===== config.mk =====
export PLATFORM = sky130hd
export DESIGN_NAME = edo_pin_ctrl
export DESIGN_NICKNAME = d
export VERILOG_FILES = /design/src/rtl/edo_pkg.sv /design/src/rtl/edo_strobe_front.sv /design/src/rtl/edo_lane_ctrl.sv /design/src/rtl/edo_word_store.sv /design/src/rtl/edo_pin_ctrl.sv
export SDC_FILE = /design/constraint.sdc
export NUM_CORES = 2
export LEC_CHECK = 0
export BUFFER_PORTS_ARGS = -buffer_cell sky130_fd_sc_hd__buf_2
export CAP_MARGIN = 10
export CELL_PAD_IN_SITES_DETAIL_PLACEMENT = 1
export CELL_PAD_IN_SITES_GLOBAL_PLACEMENT = 1
export CORE_MARGIN = 3
export CORE_UTILIZATION = 55
export DETAILED_ROUTE_END_ITERATION = 10
export PLACE_DENSITY_LB_ADDON = 0.1
export SLEW_MARGIN = 10
export SYNTH_ARGS = -nofsm -noshare
export SYNTH_HDL_FRONTEND = slang
export SYNTH_SLANG_ARGS = --single-unit

===== constraint.sdc =====
create_clock -name clk -period 4.95 [get_ports clk]
set_clock_uncertainty 0.05 [all_clocks]
set_input_delay 0.99 -clock clk [delete_from_list [all_inputs] [get_ports clk]]
set_output_delay 0.99 -clock clk [all_outputs]
set_load 0.01 [all_outputs]

===== src/rtl/edo_pkg.sv =====
// Shared definitions for the EDO pin controller.
// Assumes two byte lanes of eight bits each.
package edo_pkg;
    localparam int LANE_W = 8;
    localparam int LANES  = 2;

    // Previous-cycle samples of the strobes used for edge detection.
    typedef struct packed {
        logic             ras;
        logic [LANES-1:0] cas;
        logic             we;
    } strobe_t;
endpackage


===== src/rtl/edo_strobe_front.sv =====
// Strobe front end: registers last-cycle strobe levels, builds the internal
// column strobe (low while either lane strobe is low), latches row/column and
// detects refresh cycles with their row counter.
// Assumes strobes are already synchronous to clk.
module edo_strobe_front
    import edo_pkg::*;
#(
    parameter int ROW_BITS = 4,
    parameter int COL_BITS = 4,
    parameter int ADDR_W   = 4
) (
    input  logic                clk,
    input  logic                rst_n,
    input  logic                ras_n,
    input  logic [LANES-1:0]    cas_n,
    input  logic                we_n,
    input  logic [ADDR_W-1:0]   addr,
    output strobe_t             prev,
    output logic                int_cas_n,
    output logic [ROW_BITS-1:0] row_eff,
    output logic [COL_BITS-1:0] col_eff,
    output logic                refresh_eff,
    output logic                ref_busy,
    output logic [ROW_BITS-1:0] ref_row
);
    logic                ras_fall, ras_rise, prev_int_n, int_fall, cbr;
    logic [ROW_BITS-1:0] row_q;
    logic [COL_BITS-1:0] col_q;

    // Edge and refresh decode from current and previous samples.
    always_comb begin
        prev_int_n  = &prev.cas;
        int_cas_n   = &cas_n;
        ras_fall    = prev.ras & ~ras_n;
        ras_rise    = ~prev.ras & ras_n;
        int_fall    = prev_int_n & ~int_cas_n;
        cbr         = ras_fall & ~prev_int_n & ~int_cas_n;
        refresh_eff = cbr | ref_busy;
        row_eff     = ras_fall ? addr[ROW_BITS-1:0] : row_q;
        col_eff     = int_fall ? addr[COL_BITS-1:0] : col_q;
    end

    // Keep last-cycle strobe levels.
    always_ff @(posedge clk) begin
        if (!rst_n) prev <= '{ras: 1'b1, cas: '1, we: 1'b1};
        else        prev <= '{ras: ras_n, cas: cas_n, we: we_n};
    end

    // Latch row on a normal row strobe fall, column on the internal strobe fall.
    always_ff @(posedge clk) begin
        if (!rst_n) begin
            row_q <= '0;
            col_q <= '0;
        end else begin
            if (ras_fall && !cbr) row_q <= addr[ROW_BITS-1:0];
            if (int_fall && !ras_n && !refresh_eff) col_q <= addr[COL_BITS-1:0];
        end
    end

    // Refresh flag and counter: set on CAS-before-RAS, step when RAS rises.
    always_ff @(posedge clk) begin
        if (!rst_n) begin
            ref_busy <= 1'b0;
            ref_row  <= '0;
        end else if (cbr) begin
            ref_busy <= 1'b1;
        end else if (ras_rise && ref_busy) begin
            ref_busy <= 1'b0;
            ref_row  <= ref_row + 1'b1;
        end
    end
endmodule


===== src/rtl/edo_lane_ctrl.sv =====
// One byte lane: decides read start, early and late write, and the drive
// state of the pins, including the release that stays latched until the next
// strobe fall. Assumes rd_data is the combinational store output at the
// current effective address.
module edo_lane_ctrl #(
    parameter int LANE_W = 8,
    parameter int T_OEHC = 2,
    parameter int T_OEP  = 3,
    parameter int CNT_W  = 3
) (
    input  logic              clk,
    input  logic              rst_n,
    input  logic              cs_n,
    input  logic              p_cs,
    input  logic              ras_n,
    input  logic              int_cas_n,
    input  logic              we_n,
    input  logic              p_we,
    input  logic              oe_n,
    input  logic              refresh,
    input  logic [LANE_W-1:0] rd_data,
    output logic              wr_en,
    output logic [LANE_W-1:0] dq_q,
    output logic              dq_oe_q
);
    localparam logic [CNT_W-1:0] LIM_HOLD  = CNT_W'(T_OEHC);
    localparam logic [CNT_W-1:0] LIM_PULSE = CNT_W'(T_OEP);

    logic             armed_q, armed_d, open_q, open_d;
    logic [CNT_W-1:0] cnt_q, cnt_d;
    logic             rise_q, rise_d;
    logic             cs_fall, cs_rise, we_fall, access;
    logic             rd_start, early_wr, in_read, late_wr;
    logic             we_kill, oe_kill, idle_kill;

    // Access decode for this lane.
    always_comb begin
        cs_fall   = p_cs & ~cs_n;
        cs_rise   = ~p_cs & cs_n;
        we_fall   = p_we & ~we_n;
        access    = ~ras_n & ~refresh;
        rd_start  = cs_fall & access & we_n;
        early_wr  = cs_fall & access & ~we_n;
        in_read   = open_q & ~cs_n & ~p_cs;
        late_wr   = in_read & we_fall & oe_n;
        we_kill   = we_fall & ~(in_read & ~oe_n);
        idle_kill = ras_n & int_cas_n;
        wr_en     = early_wr | late_wr;
    end

    // Output-enable run counter during the strobe-high time.
    always_comb begin
        cnt_d  = cnt_q;
        rise_d = rise_q;
        if (!cs_n) begin
            cnt_d  = '0;
            rise_d = 1'b0;
        end else if (cs_rise) begin
            cnt_d  = oe_n ? CNT_W'(1) : '0;
            rise_d = oe_n;
        end else if (oe_n) begin
            if (cnt_q != '1) cnt_d = cnt_q + 1'b1;
        end else begin
            cnt_d  = '0;
            rise_d = 1'b0;
        end
        oe_kill = cs_n & oe_n & (cnt_d >= (rise_d ? LIM_HOLD : LIM_PULSE));
    end

    // Next drive permission and read-in-progress flag.
    always_comb begin
        if (rd_start)                                  armed_d = 1'b1;
        else if (early_wr)                             armed_d = 1'b0;
        else if (late_wr | we_kill | oe_kill | idle_kill) armed_d = 1'b0;
        else                                           armed_d = armed_q;
        if (rd_start)               open_d = 1'b1;
        else if (cs_n || late_wr)   open_d = 1'b0;
        else                        open_d = open_q;
    end

    // Lane state registers and pin outputs.
    always_ff @(posedge clk) begin
        if (!rst_n) begin
            armed_q <= 1'b0;
            open_q  <= 1'b0;
            cnt_q   <= '0;
            rise_q  <= 1'b0;
            dq_q    <= '0;
            dq_oe_q <= 1'b0;
        end else begin
            armed_q <= armed_d;
            open_q  <= open_d;
            cnt_q   <= cnt_d;
            rise_q  <= rise_d;
            if (rd_start) dq_q <= rd_data;
            dq_oe_q <= armed_d & ~oe_n;
        end
    end
endmodule


===== src/rtl/edo_word_store.sv =====
// Small word store with per-lane write enables and combinational read.
// Assumes one shared address for reads and writes.
module edo_word_store #(
    parameter int ADDR_BITS = 8,
    parameter int LANES     = 2,
    parameter int LANE_W    = 8
) (
    input  logic                    clk,
    input  logic [ADDR_BITS-1:0]    addr,
    input  logic [LANES-1:0]        wr_en,
    input  logic [LANES*LANE_W-1:0] wr_data,
    output logic [LANES*LANE_W-1:0] rd_data
);
    localparam int DEPTH = 1 << ADDR_BITS;

    logic [LANES*LANE_W-1:0] mem [DEPTH];

    // Byte-lane writes.
    always_ff @(posedge clk) begin
        for (int l = 0; l < LANES; l++) begin
            if (wr_en[l]) mem[addr][l*LANE_W +: LANE_W] <= wr_data[l*LANE_W +: LANE_W];
        end
    end

    assign rd_data = mem[addr];
endmodule


===== src/rtl/edo_pin_ctrl.sv =====
// Top of the EDO pin controller: strobe front end, word store and one lane
// controller per byte. Assumes all strobes are synchronous to clk.
module edo_pin_ctrl
    import edo_pkg::*;
#(
    parameter int ROW_BITS = 4,
    parameter int COL_BITS = 4,
    parameter int T_OEHC   = 2,
    parameter int T_OEP    = 3,
    localparam int ADDR_W  = (ROW_BITS > COL_BITS) ? ROW_BITS : COL_BITS,
    localparam int DQ_W    = LANES * LANE_W
) (
    input  logic                clk,
    input  logic                rst_n,
    input  logic                ras_n,
    input  logic                casl_n,
    input  logic                cash_n,
    input  logic                we_n,
    input  logic                oe_n,
    input  logic [ADDR_W-1:0]   addr,
    input  logic [DQ_W-1:0]     din,
    output logic [DQ_W-1:0]     dq_out,
    output logic [LANES-1:0]    dq_oe,
    output logic                ref_busy,
    output logic [ROW_BITS-1:0] ref_row
);
    localparam int T_MAX = (T_OEHC > T_OEP) ? T_OEHC : T_OEP;
    localparam int CNT_W = $clog2(T_MAX + 1) + 1;

    strobe_t             prev;
    logic                int_cas_n, refresh_eff;
    logic [ROW_BITS-1:0] row_eff;
    logic [COL_BITS-1:0] col_eff;
    logic [LANES-1:0]    cas_n, wr_en;
    logic [DQ_W-1:0]     rd_word;

    assign cas_n = {cash_n, casl_n};

    edo_strobe_front #(.ROW_BITS(ROW_BITS), .COL_BITS(COL_BITS), .ADDR_W(ADDR_W)) u_front (
        .clk(clk), .rst_n(rst_n), .ras_n(ras_n), .cas_n(cas_n), .we_n(we_n),
        .addr(addr), .prev(prev), .int_cas_n(int_cas_n), .row_eff(row_eff),
        .col_eff(col_eff), .refresh_eff(refresh_eff), .ref_busy(ref_busy),
        .ref_row(ref_row)
    );

    edo_word_store #(.ADDR_BITS(ROW_BITS + COL_BITS), .LANES(LANES), .LANE_W(LANE_W)) u_store (
        .clk(clk), .addr({row_eff, col_eff}), .wr_en(wr_en), .wr_data(din),
        .rd_data(rd_word)
    );

    for (genvar g = 0; g < LANES; g++) begin : g_lane
        edo_lane_ctrl #(.LANE_W(LANE_W), .T_OEHC(T_OEHC), .T_OEP(T_OEP), .CNT_W(CNT_W)) u_lane (
            .clk(clk), .rst_n(rst_n), .cs_n(cas_n[g]), .p_cs(prev.cas[g]),
            .ras_n(ras_n), .int_cas_n(int_cas_n), .we_n(we_n), .p_we(prev.we),
            .oe_n(oe_n), .refresh(refresh_eff),
            .rd_data(rd_word[g*LANE_W +: LANE_W]), .wr_en(wr_en[g]),
            .dq_q(dq_out[g*LANE_W +: LANE_W]), .dq_oe_q(dq_oe[g])
        );
    end
endmodule


==> results.py <==
metrics = {
    "clock_network": {
        "cts_hold_buf": 0,
        "cts_made_buffers": 419,
        "htree_levels": 5,
        "cts_tree": "built",
        "max-clock-path-buffers": 4,
        "clk_latency_ns": 0.99,
        "root_buffer": "clkbuf_16",
        "clkSinkCount": 4143,
        "path_clk_slew_ns": 0.06,
        "post_cts_buffers": 0,
    },
    "placement": {
        "gp_congestion": 0.911,
        "dp_hpwl_um": 350000,
        "port_buffers": 49,
        "post-place-ws_ns": -0.563,
    },
    "timing": {
        "slew_viol_final": 0,
        "hold_violations": 0,
        "setup_viol": 0,
        "fmax_ghz": 0.207,
        "setup_ws_ns": 0.124,
        "worst-slew-pin-transition_ns": 1.45,
        "relSlewSlack_pct": 2.54,
        "period_minus_slack_ns": 4.83,
        "rsz0062_at_grt": "false",
        "fin_crit_sh_pct": 97.5,
    },
    "floorplan": {
        "die_w_um": 548,
        "initial_core_util_pct": 55.4,
        "fp.dieH_um": 548,
        "core_um2": 292000,
        "ios": 50,
        "dieArea_um2": 300000,
        "row_count": 198,
    },
    "synthesis": {
        "yosys-top-cells-count": "4096 x edfxtp_1, 780 x nand2_1, 607 x nor2_1",
        "synth_cell_type_count": 81,
        "synthFlopType": "edfxtp_1",
        "synthCells": 9077,
        "ys_top_cells_by_area": "edfxtp_1 76%, mux4_2 7.2%, mux2i_1 3.1%",
        "yosysSeqAreaShare_pct": 76.7,
        "synth_edf_count": 4096,
        "synth_top_area_share_pct": 76.1,
        "postSynthNetCount": 9109,
        "yosysMostFrequentCell": "edfxtp_1",
        "yosysTopAreaCell": "edfxtp_1",
        "ys_warn_count": 0,
        "synth-seq-cells": 4143,
        "syn_avg_cell_area_um2": 17.8,
        "synthArstFlopShare_pct": 0,
        "synth.cell_area_um2": 162000,
    },
    "pwr": {
        "power_w": 0.0762,
        "powerDensity_nw_per_um2": 410,
        "power.leakage_nw": 59.6,
        "peakVddDrop_mv": 0.463,
    },
    "final_layout": {
        "layout.nets": 9930,
        "layout-drive-gt1-share_pct": 21.2,
        "syn_to_final_growth_pct": 15.1,
    },
    "grt": {
        "grt_max_degree": 138,
        "grt_pass1_vias": 99800,
        "antenna_found_initial": 52,
        "grt-ovfl-total": 0,
        "grt_pass1_wl_um": 775000,
        "track_usage_pct": 36.5,
    },
    "detailed_routing": {
        "drt-total-wl_um": 555000,
        "route.vias.total": 98300,
        "drt_iter0_markers": 16200,
        "drc": 0,
        "wl_per_cell_um": 39.2,
        "drt.antenna.violating_nets": 0,
        "firstDrtPassIters": 6,
        "via_per_inst": 6.95,
    },
    "outcome": {
        "status": "finished, final reports clean",
    },
    "critical_path": {
        "critPathKind": "reg -> reg",
        "setup.worst_path.end_class": "register",
        "start_kind": "register",
        "cp.arrival_ns": 5.61,
        "cp_max_fo": 20,
        "required_ns": 5.74,
    },
    "flow_run": {
        "maxCapViolCount": 0,
    },
    "worst_hold_path": {
        "hold_class": "in -> reg",
    },
}
## layout make-up
cell class	count	area, µm²
antenna	17	42.5
clock buffer	515	11000
clock inverter	242	2440
fill	24800	106000
inverter	9	33.8
multi-input combinational	4323	34800
sequential	4143	124000
tap	3900	4880
timing repair buffer	1002	8950
## report_power, final
group / leakage [nW] / switching, W / internal, W
clock network: 6.52 / 0.0136 / 0.0179
logic: 15.9 / 0.00414 / 0.00197
registers: 37.2 / 0.0000397 / 0.0386
total: 59.6 / 0.0178 / 0.0584
## routing by layer
| metal | vias up | track usage, % | routed length (µm) |
|---|---|---|---|
| met5 | - | 0 | 171 |
| met4 | 26 | 15.8 | 27800 |
| met3 | 1335 | 9.63 | 68600 |
| met2 | 7055 | 54.9 | 251000 |
| met1 | 51700 | 51.1 | 206000 |
| li1 | 38200 | - | - |
## metrics by stage
stage | hold slack (ns) | instances | util, % | instance area, µm² | setup TNS, ns
final | 0.315 | 14200 | 63.8 | 186000 | 0
after floorplan | 0.439 | 9077 | - | 162000 | 0
after global routing | 0.317 | 14100 | 63.8 | 186000 | 0
after CTS | 0.250 | 14100 | 63.8 | 186000 | 0
after global placement | 0.417 | 13400 | 59.2 | 173000 | -1.95
after detailed placement | 0.450 | 13400 | 59.2 | 173000 | -2.87
## cells in the final DEF, fill, tap and decap left out, types with 47 or more instances in the layout
master	instances
a211oi_1	169
a22o_1	66
mux4_2	516
and3_1	144
mux2i_1	499
edfxtp_1	4096
buf_12	113
clkbuf_1	90
dfxtp_1	47
nand2_1	768
o21ai_0	128
clkinv_1	104
nand3_1	153
clkinv_2	61
a21oi_1	305
a31oi_1	127
nor2_1	590
o22ai_1	213
clkbuf_16	424
nor4_1	73
a22oi_1	130
buf_4	840
## worst max-delay path: stages (launching register included)
cell and delay, ns:
dfxtp_1 0.48, and2_4 0.37, nand3_4 0.15, nand2_8 0.38, buf_12 0.30, mux4_2 0.55
nand2_1 0.16, nor4bb_1 0.99, buf_4 0.24, o22ai_1 0.14, nor4_1 0.64, a31oi_1 0.16
## sequential cells by signal, indices dropped and copies added (netlist names)
signal / count
u_store.mem: 4096
g_lane.u_lane.dq_q: 16
g_lane.u_lane.cnt_q: 6
u_front.col_q: 4
u_front.prev: 4
u_front.ref_row: 4
u_front.row_q: 4
g_lane.u_lane.armed_q: 2
g_lane.u_lane.dq_oe_q: 2
g_lane.u_lane.open_q: 2
g_lane.u_lane.rise_q: 2
u_front.ref_busy: 1
## path summary, 6_finish.rpt
check                                         from                        to  slack, ns  cells after the start
worst max register to register     u_front.prev[1]  g_lane[1].u_lane.dq_q[2]       0.12                     11
worst min register to register  u_front.ref_row[3]        u_front.ref_row[3]       0.45                      2
worst min-delay path                          we_n           u_front.prev[0]       0.32                      2
worst max-delay path               u_front.prev[1]  g_lane[1].u_lane.dq_q[2]       0.12                     11
## cells by family (layout without fill, tap and decap cells)
kind of cell    Yosys count  count (layout)  synth area share [%]
compound gates         1407            1407                  5.84
xor+xnor                  3               3                0.0163
fa+ha+maj                 5               5                0.0387
buf+inv                 611            1768                  2.00
flops                  4143            4143                  76.7
mux                    1029            1029                  10.4
other cells               0              17                     0
simple gates           1879            1879                  5.03
## repair_timing
item / in CTS / in global routing
resized for setup: 4 / 2
pin swaps: 0 / 1
setup endpoints to repair: 7 / 5
(Power assumes the default switching activity.)
